==> config.mk <==
export PLATFORM = sky130hd
export DESIGN_NAME = motion_accum
export DESIGN_NICKNAME = d
export VERILOG_FILES = /design/src/rtl/motion_accum_pkg.sv /design/src/rtl/motion_scaler.sv /design/src/rtl/sat_accum.sv /design/src/rtl/motion_accum.sv
export SDC_FILE = /design/constraint.sdc
export NUM_CORES = 1
export LEC_CHECK = 0
export CAP_MARGIN = 40
export CORE_ASPECT_RATIO = 0.75
export CORE_MARGIN = 5
export CORE_UTILIZATION = 45
export DETAILED_ROUTE_END_ITERATION = 10
export PLACE_DENSITY = 0.66
export SLEW_MARGIN = 0
export SYNTH_ARGS = -nofsm -noshare
export SYNTH_HDL_FRONTEND = slang
export SYNTH_SLANG_ARGS = --single-unit
==> constraint.sdc <==
create_clock -name clk -period 7.2 [get_ports clk]
set_clock_uncertainty 0.05 [all_clocks]
set_input_delay 1.8 -clock clk [delete_from_list [all_inputs] [get_ports clk]]
set_output_delay 1.8 -clock clk [all_outputs]
set_load 0.01 [all_outputs]
==> src/rtl/motion_accum_pkg.sv <==
package motion_accum_pkg;
    localparam int NUM_AXES = 2;
    localparam int AX_X     = 0;
    localparam int AX_Y     = 1;

    typedef enum logic {
        RES_HALF   = 1'b0,
        RES_NATIVE = 1'b1
    } res_e;
endpackage

==> src/rtl/motion_scaler.sv <==
// Resolution scaler for one axis: passes the native count through, or halves
// (count + carried remainder) toward zero and returns the new remainder.
module motion_scaler #(
    parameter int DW = 8
) (
    input  logic signed [DW-1:0] raw_i,
    input  logic signed [1:0]    rem_i,
    input  logic                 half_i,
    output logic signed [DW:0]   scaled_o,
    output logic signed [1:0]    rem_o
);
    logic signed [DW:0] total;
    logic signed [DW:0] adj;
    logic signed [DW:0] halved;
    logic signed [DW:0] twice;
    logic signed [DW:0] diff;

    always_comb begin
        total  = {raw_i[DW-1], raw_i} + {{(DW-1){rem_i[1]}}, rem_i};
        // bias negative sums by one so the arithmetic shift truncates toward zero
        adj    = total + {{DW{1'b0}}, total[DW]};
        halved = adj >>> 1;
        twice  = halved <<< 1;
        diff   = total - twice;
        if (half_i) begin
            scaled_o = halved;
            rem_o    = diff[1:0];
        end else begin
            scaled_o = {raw_i[DW-1], raw_i};
            rem_o    = '0;
        end
    end
endmodule

==> src/rtl/sat_accum.sv <==
// Saturating signed add of an increment onto an accumulator value.
module sat_accum #(
    parameter int IW = 9,
    parameter int AW = 8
) (
    input  logic signed [AW-1:0] base_i,
    input  logic signed [IW-1:0] inc_i,
    output logic signed [AW-1:0] sum_o
);
    localparam int SW = ((IW > AW) ? IW : AW) + 1;
    localparam logic signed [SW-1:0] MAXV = SW'((1 << (AW - 1)) - 1);
    localparam logic signed [SW-1:0] MINV = -MAXV - SW'(1);

    logic signed [SW-1:0] wide;

    always_comb begin
        wide = SW'(base_i) + SW'(inc_i);
        if (wide > MAXV)      sum_o = MAXV[AW-1:0];
        else if (wide < MINV) sum_o = MINV[AW-1:0];
        else                  sum_o = wide[AW-1:0];
    end
endmodule

==> src/rtl/motion_accum.sv <==
module motion_accum
    import motion_accum_pkg::*;
#(
    parameter int DW = 8,
    parameter int AW = 8
) (
    input  logic          clk,
    input  logic          rst_n,
    input  logic          frame_valid,
    input  logic [DW-1:0] frame_dx,
    input  logic [DW-1:0] frame_dy,
    input  logic          res_hi,
    input  logic          rd_x,
    input  logic          rd_y,
    input  logic          rd_mot,
    input  logic          wr_motion,
    output logic [AW-1:0] delta_x,
    output logic [AW-1:0] delta_y,
    output logic [7:0]    motion_reg
);
    localparam int IW = DW + 1;
    localparam int RW = 2;

    typedef struct packed {
        logic [NUM_AXES-1:0][AW-1:0] acc;
        logic [NUM_AXES-1:0][RW-1:0] rem;
        logic                        mot;
    } state_t;

    state_t s_d, s_q;

    logic [NUM_AXES-1:0][DW-1:0] raw;
    logic [NUM_AXES-1:0]         rd_ax;
    logic [NUM_AXES-1:0][AW-1:0] base;
    logic [NUM_AXES-1:0][RW-1:0] rem_in;
    logic [NUM_AXES-1:0][IW-1:0] scaled;
    logic [NUM_AXES-1:0][RW-1:0] rem_new;
    logic [NUM_AXES-1:0][AW-1:0] sum;
    logic                        half_mode;
    logic                        any_nz;

    assign raw[AX_X]   = frame_dx;
    assign raw[AX_Y]   = frame_dy;
    assign rd_ax[AX_X] = rd_x;
    assign rd_ax[AX_Y] = rd_y;
    assign half_mode   = (res_e'(res_hi) == RES_HALF);

    generate
        for (genvar a = 0; a < NUM_AXES; a++) begin : g_axis
            assign base[a]   = (wr_motion || rd_ax[a]) ? '0 : s_q.acc[a];
            assign rem_in[a] = wr_motion ? '0 : s_q.rem[a];

            motion_scaler #(.DW(DW)) u_scale (
                .raw_i    (raw[a]),
                .rem_i    (rem_in[a]),
                .half_i   (half_mode),
                .scaled_o (scaled[a]),
                .rem_o    (rem_new[a])
            );

            sat_accum #(.IW(IW), .AW(AW)) u_sat (
                .base_i (base[a]),
                .inc_i  (scaled[a]),
                .sum_o  (sum[a])
            );
        end
    endgenerate

    always_comb begin
        s_d    = s_q;
        any_nz = 1'b0;
        for (int a = 0; a < NUM_AXES; a++) begin
            if (frame_valid) begin
                s_d.acc[a] = sum[a];
                s_d.rem[a] = rem_new[a];
            end else begin
                s_d.acc[a] = base[a];
                s_d.rem[a] = rem_in[a];
            end
            any_nz = any_nz | (s_d.acc[a] != '0);
        end
        s_d.mot = (s_q.mot & ~(rd_mot | wr_motion)) | (frame_valid & any_nz);
    end

    always_ff @(posedge clk) begin
        if (!rst_n) s_q <= '0;
        else        s_q <= s_d;
    end

    assign delta_x    = s_q.acc[AX_X];
    assign delta_y    = s_q.acc[AX_Y];
    assign motion_reg = {s_q.mot, 7'b0};
endmodule

==> impl_results.html <==
<table>
<tr><th>Metric</th><th>Value</th></tr>
<tr><th colspan="2">Outcome</th></tr>
<tr><td>Result of the run</td><td>finished, final reports clean</td></tr>
<tr><th colspan="2">Die</th></tr>
<tr><td>Floorplan core area</td><td>0.00677 mm^2</td></tr>
<tr><td>Area of the die</td><td>0.00870 mm^2</td></tr>
<tr><td>Die height</td><td>82.1 um</td></tr>
<tr><td>Die width</td><td>106 um</td></tr>
<tr><td>FP Rows</td><td>26</td></tr>
<tr><td>Effective utilization at floorplan</td><td>0.460</td></tr>
<tr><td>Boundary Pins</td><td>48</td></tr>
<tr><th colspan="2">CTS</th></tr>
<tr><td>Root Buffer</td><td>clkbuf_8</td></tr>
<tr><td>Clock transition at path regs</td><td>80 ps</td></tr>
<tr><td>TritonCTS clock tree</td><td>yes</td></tr>
<tr><td>Number of hold buffers added after CTS</td><td>0</td></tr>
<tr><td>Clock sink count</td><td>21</td></tr>
<tr><td>Post-CTS Setup Repair Bufs</td><td>0</td></tr>
<tr><td>Insertion delay of the later-clocked pin in the worst-skew pair</td><td>260 ps</td></tr>
<tr><td>CTS Buffer Depth</td><td>2</td></tr>
<tr><td>H-tree lvl count</td><td>1</td></tr>
<tr><td>Resized cells post-CTS</td><td>0</td></tr>
<tr><td>Number of buffers created by CTS</td><td>3</td></tr>
<tr><th colspan="2">Job</th></tr>
<tr><td>Max cap viols</td><td>0</td></tr>
<tr><th colspan="2">Worst setup path</th></tr>
<tr><td>Worst Path Arrival</td><td>6940 ps</td></tr>
<tr><td>Worst-path cell chain</td><td>clkdlybuf4s50_1 -&gt; buf_4 -&gt; nand2b_4 -&gt; xnor2_1 -&gt; ha_1 -&gt; nor3_1 -&gt; o21bai_1 -&gt; nor4_2 -&gt; o211a_1 -&gt; ha_1 -&gt; xnor2_1 -&gt; a21oi_1 -&gt; o21ai_1 -&gt; inv_1 -&gt; fa_1 -&gt; nor2b_1 -&gt; o31a_2 -&gt; o21ai_1 -&gt; a221oi_4 -&gt; a311oi_1 -&gt; or3_1 -&gt; a2111oi_2 -&gt; a31oi_1</td></tr>
<tr><td>Crit Reg-Reg Endpoint</td><td>motion_reg[7]</td></tr>
<tr><td>Launching point of the worst reg2reg path</td><td>s_q[1]</td></tr>
<tr><td>Data required time of the worst path</td><td>7290 ps</td></tr>
<tr><td>Max incr delay on CP</td><td>570 ps</td></tr>
<tr><td>Startpoint type of the worst setup path</td><td>input port</td></tr>
<tr><td>CP delay by family, top</td><td>compound AO/OA/AOI/OAI gates</td></tr>
<tr><td>Worst reg2reg setup slack</td><td>2200 ps</td></tr>
<tr><td>Timing startpoint of the critical path</td><td>wr_motion</td></tr>
<tr><td>Highest net fanout along the worst path</td><td>15</td></tr>
<tr><td>Worst Setup Path Type</td><td>in2reg</td></tr>
<tr><td>Cells on worst reg2reg path</td><td>22</td></tr>
<tr><td>Critical path endpoint category</td><td>register</td></tr>
<tr><td>Slowest cell on crit path</td><td>clkdlybuf4s50_1</td></tr>
<tr><td>CP Buf/Inv Count</td><td>3</td></tr>
<tr><th colspan="2">Layout</th></tr>
<tr><td>Number of antenna diodes</td><td>0</td></tr>
<tr><td>Area delta synth-&gt;final</td><td>12.0%</td></tr>
<tr><td>Final net count</td><td>480</td></tr>
<tr><td>Fraction of final layout cells with drive strength greater than 1</td><td>0.0699</td></tr>
<tr><th colspan="2">Detailed routing</th></tr>
<tr><td>Vias per inst</td><td>5.61</td></tr>
<tr><td>Number of violations reported at the end of detailed-routing iteration 0</td><td>187</td></tr>
<tr><td>Routed via count</td><td>2880</td></tr>
<tr><td>Wirelength per Cell</td><td>15.0 um</td></tr>
<tr><td>Sum of routed wire length over all layers</td><td>7.67 mm</td></tr>
<tr><td>Detailed-router iteration count before antenna repair</td><td>5</td></tr>
<tr><td>Total DRC errors in the routed layout</td><td>0</td></tr>
<tr><td>Post-detailed-route count of antenna-violating nets</td><td>0</td></tr>
<tr><th colspan="2">STA</th></tr>
<tr><td>Worst relative slew slack</td><td>0.596</td></tr>
<tr><td>Post-route minimum period</td><td>6840 ps</td></tr>
<tr><td>Worst Tran Pin Value</td><td>604 ps</td></tr>
<tr><td>Count of endpoints failing setup in the final report</td><td>0</td></tr>
<tr><td>Period Utilization, post-route</td><td>0.951</td></tr>
<tr><td>Hold Violations, Final</td><td>0</td></tr>
<tr><td>Setup Total Neg Slack</td><td>0 ps</td></tr>
<tr><td>Final Max Tran Viols</td><td>0</td></tr>
<tr><td>Highest Clock Rate</td><td>0.146 GHz</td></tr>
<tr><td>Setup repair after global routing missed its margin</td><td>false</td></tr>
<tr><th colspan="2">Yosys</th></tr>
<tr><td>Post-synth top area share</td><td>0.135</td></tr>
<tr><td>Yosys top cell by area</td><td>dfxtp_1</td></tr>
<tr><td>Post-Synthesis Cells</td><td>416</td></tr>
<tr><td>Cells taking the most area after synthesis</td><td>dfxtp_1, ha_1, xnor2_1, buf_4, nand2_1</td></tr>
<tr><td>EDFF count, synth</td><td>0</td></tr>
<tr><td>Sequential fraction of the synthesis area</td><td>0.135</td></tr>
<tr><td>Post-synthesis instance area</td><td>0.00312 mm^2</td></tr>
<tr><td>Total number of yosys warnings</td><td>0</td></tr>
<tr><td>Synth async-reset ratio</td><td>0</td></tr>
<tr><td>Register bit count reported by yosys</td><td>21</td></tr>
<tr><td>Most instantiated flip-flop cell in the synthesis netlist</td><td>dfxtp_1</td></tr>
<tr><td>Mean instance size in the synthesized netlist</td><td>7.49 um^2</td></tr>
<tr><td>Post-synthesis cell type count</td><td>71</td></tr>
<tr><th colspan="2">Power</th></tr>
<tr><td>Total power divided by cell area</td><td>112 mW/mm^2</td></tr>
<tr><td>Leakage power of the design</td><td>1.43 nW</td></tr>
<tr><td>Maximum VDD drop</td><td>115 uV</td></tr>
<tr><td>Design Power</td><td>0.000393 W</td></tr>
<tr><th colspan="2">Global route</th></tr>
<tr><td>Leftover overflow at the end of global routing</td><td>0</td></tr>
<tr><td>Number of global-route vias before repair</td><td>2631</td></tr>
<tr><td>Number of antenna violations at the first check in global routing</td><td>0</td></tr>
<tr><td>Overall global routing resource usage</td><td>0.178</td></tr>
<tr><td>Global-route wire length before repair</td><td>12.8 mm</td></tr>
<tr><td>Maximum number of pins on one net before global-route repair</td><td>32</td></tr>
<tr><th colspan="2">Worst hold path</th></tr>
<tr><td>Hold/Removal Path Class</td><td>reg2reg</td></tr>
<tr><td>Hold worst-path end</td><td>s_q[1]</td></tr>
<tr><td>Cell depth of the worst min-delay path</td><td>3</td></tr>
<tr><td>Origin of the worst min-delay path</td><td>s_q[1]</td></tr>
<tr><th colspan="2">Place</th></tr>
<tr><td>Count of buffers from port buffering</td><td>40</td></tr>
<tr><td>Placer Congestion</td><td>0.903</td></tr>
<tr><td>Placed wire-length estimate</td><td>6.14 mm</td></tr>
</table>
Yosys cell counts, drive strengths merged, types with 3 or more instances:
cell type  number
a211oi          6
a31oi           5
o41a            3
and2           23
a21oi          24
ha             24
and3            6
nand2b          7
clkbuf         14
o21a            7
o22a            3
nand4           3
nor2           26
nand2          38
dfxtp          21
nor3b           4
xor2           12
inv            16
mux2            5
nand3           7
or3             4
nor2b          13
o21ai          24
nor3           11
buf            30
o211ai          4
nor4            7
xnor2          28
logic make-up after synthesis:
kind of cell / after synthesis / share of synthesized area
muxes: 7 / 0.0245
buffers and inverters: 60 / 0.106
adders and majority gates: 26 / 0.109
other: 1 / 0.00120
xor gates and xnor gates: 40 / 0.112
AOI/OAI and AO/OA: 104 / 0.242
and+or+nand+nor: 157 / 0.269
DFF: 21 / 0.135
worst max-delay path by stage:
stage               slack (ps)  cells past startpoint            end
floorplan                  760                     24  motion_reg[7]
global placement            70                     22  motion_reg[7]
detailed placement          20                     24  motion_reg[7]
CTS                        270                     23  motion_reg[7]
global route                 1                     23  motion_reg[7]
finish                     360                     23  motion_reg[7]
worst register-to-register path: cells and delay by family, from the launching register on:
kind            cells  cell delay [ps]
compound gates      8             1750
simple gates        8             1530
fa+ha+maj           4             1050
flops               1              300
xor+xnor            1              100
buf+inv             1              100
report_power, final:
group	internal, W	switching (W)	total, W
registers	0.000124	0.00000429	0.000129
clock network	0.0000386	0.0000406	0.0000792
logic	0.0000854	0.0000993	0.000185
layer usage:
layer	vias up	GRT usage	routed length, um
met2	81	0.267	3080
li1	1483	-	-
met4	0	0.0207	53
met1	1310	0.270	4030
met5	-	0	0
met3	6	0.0346	501
stage by stage:
stage | instance area [um^2] | setup slack, ps | hold slack [ps] | utilization | std cells
after CTS | 3470 | 266 | 615 | 0.513 | 513
after global routing | 3490 | 1.09 | 640 | 0.516 | 513
after global placement | 3420 | 71.7 | 599 | 0.506 | 509
after floorplan | 3140 | 762 | 561 | - | 422
final | 3490 | 356 | 610 | 0.516 | 513
after detailed placement | 3420 | 18.1 | 603 | 0.506 | 509
area by class of cell:
| type | count | area, um^2 |
|---|---|---|
| Fill cell | 643 | 3280 |
| Multi-Input combinational cell | 341 | 2400 |
| Timing Repair Buffer | 47 | 453 |
| Sequential cell | 21 | 420 |
| Tap cell | 84 | 105 |
| Inverter | 16 | 60.1 |
| Clock buffer | 3 | 41.3 |
| Clock inverter | 1 | 5.00 |
cell usage in the layout, fill, tap and decap left out, types with 3 or more instances in the layout:
cell type and n:
mux2_2 4, a21oi_1 22, nand4_1 3, o21a_1 7, nand2b_1 6, nor3b_1 4, a211oi_1 5, xnor2_1 28
clkdlybuf4s50_1 40, ha_1 24, nor2_1 26, o21ai_0 21, o41a_1 3, inv_1 16, xor2_1 12, a31oi_1 5
and3_1 6, or3_1 4, o22a_1 3, conb_1 7, nand3_1 7, buf_4 7, o211ai_1 3, nand2_1 38
clkbuf_8 3, nor4_1 5, nor2b_1 13, dfxtp_1 21, nor3_1 11, and2_1 22
Note: power is estimated with default switching activity, not from simulation.
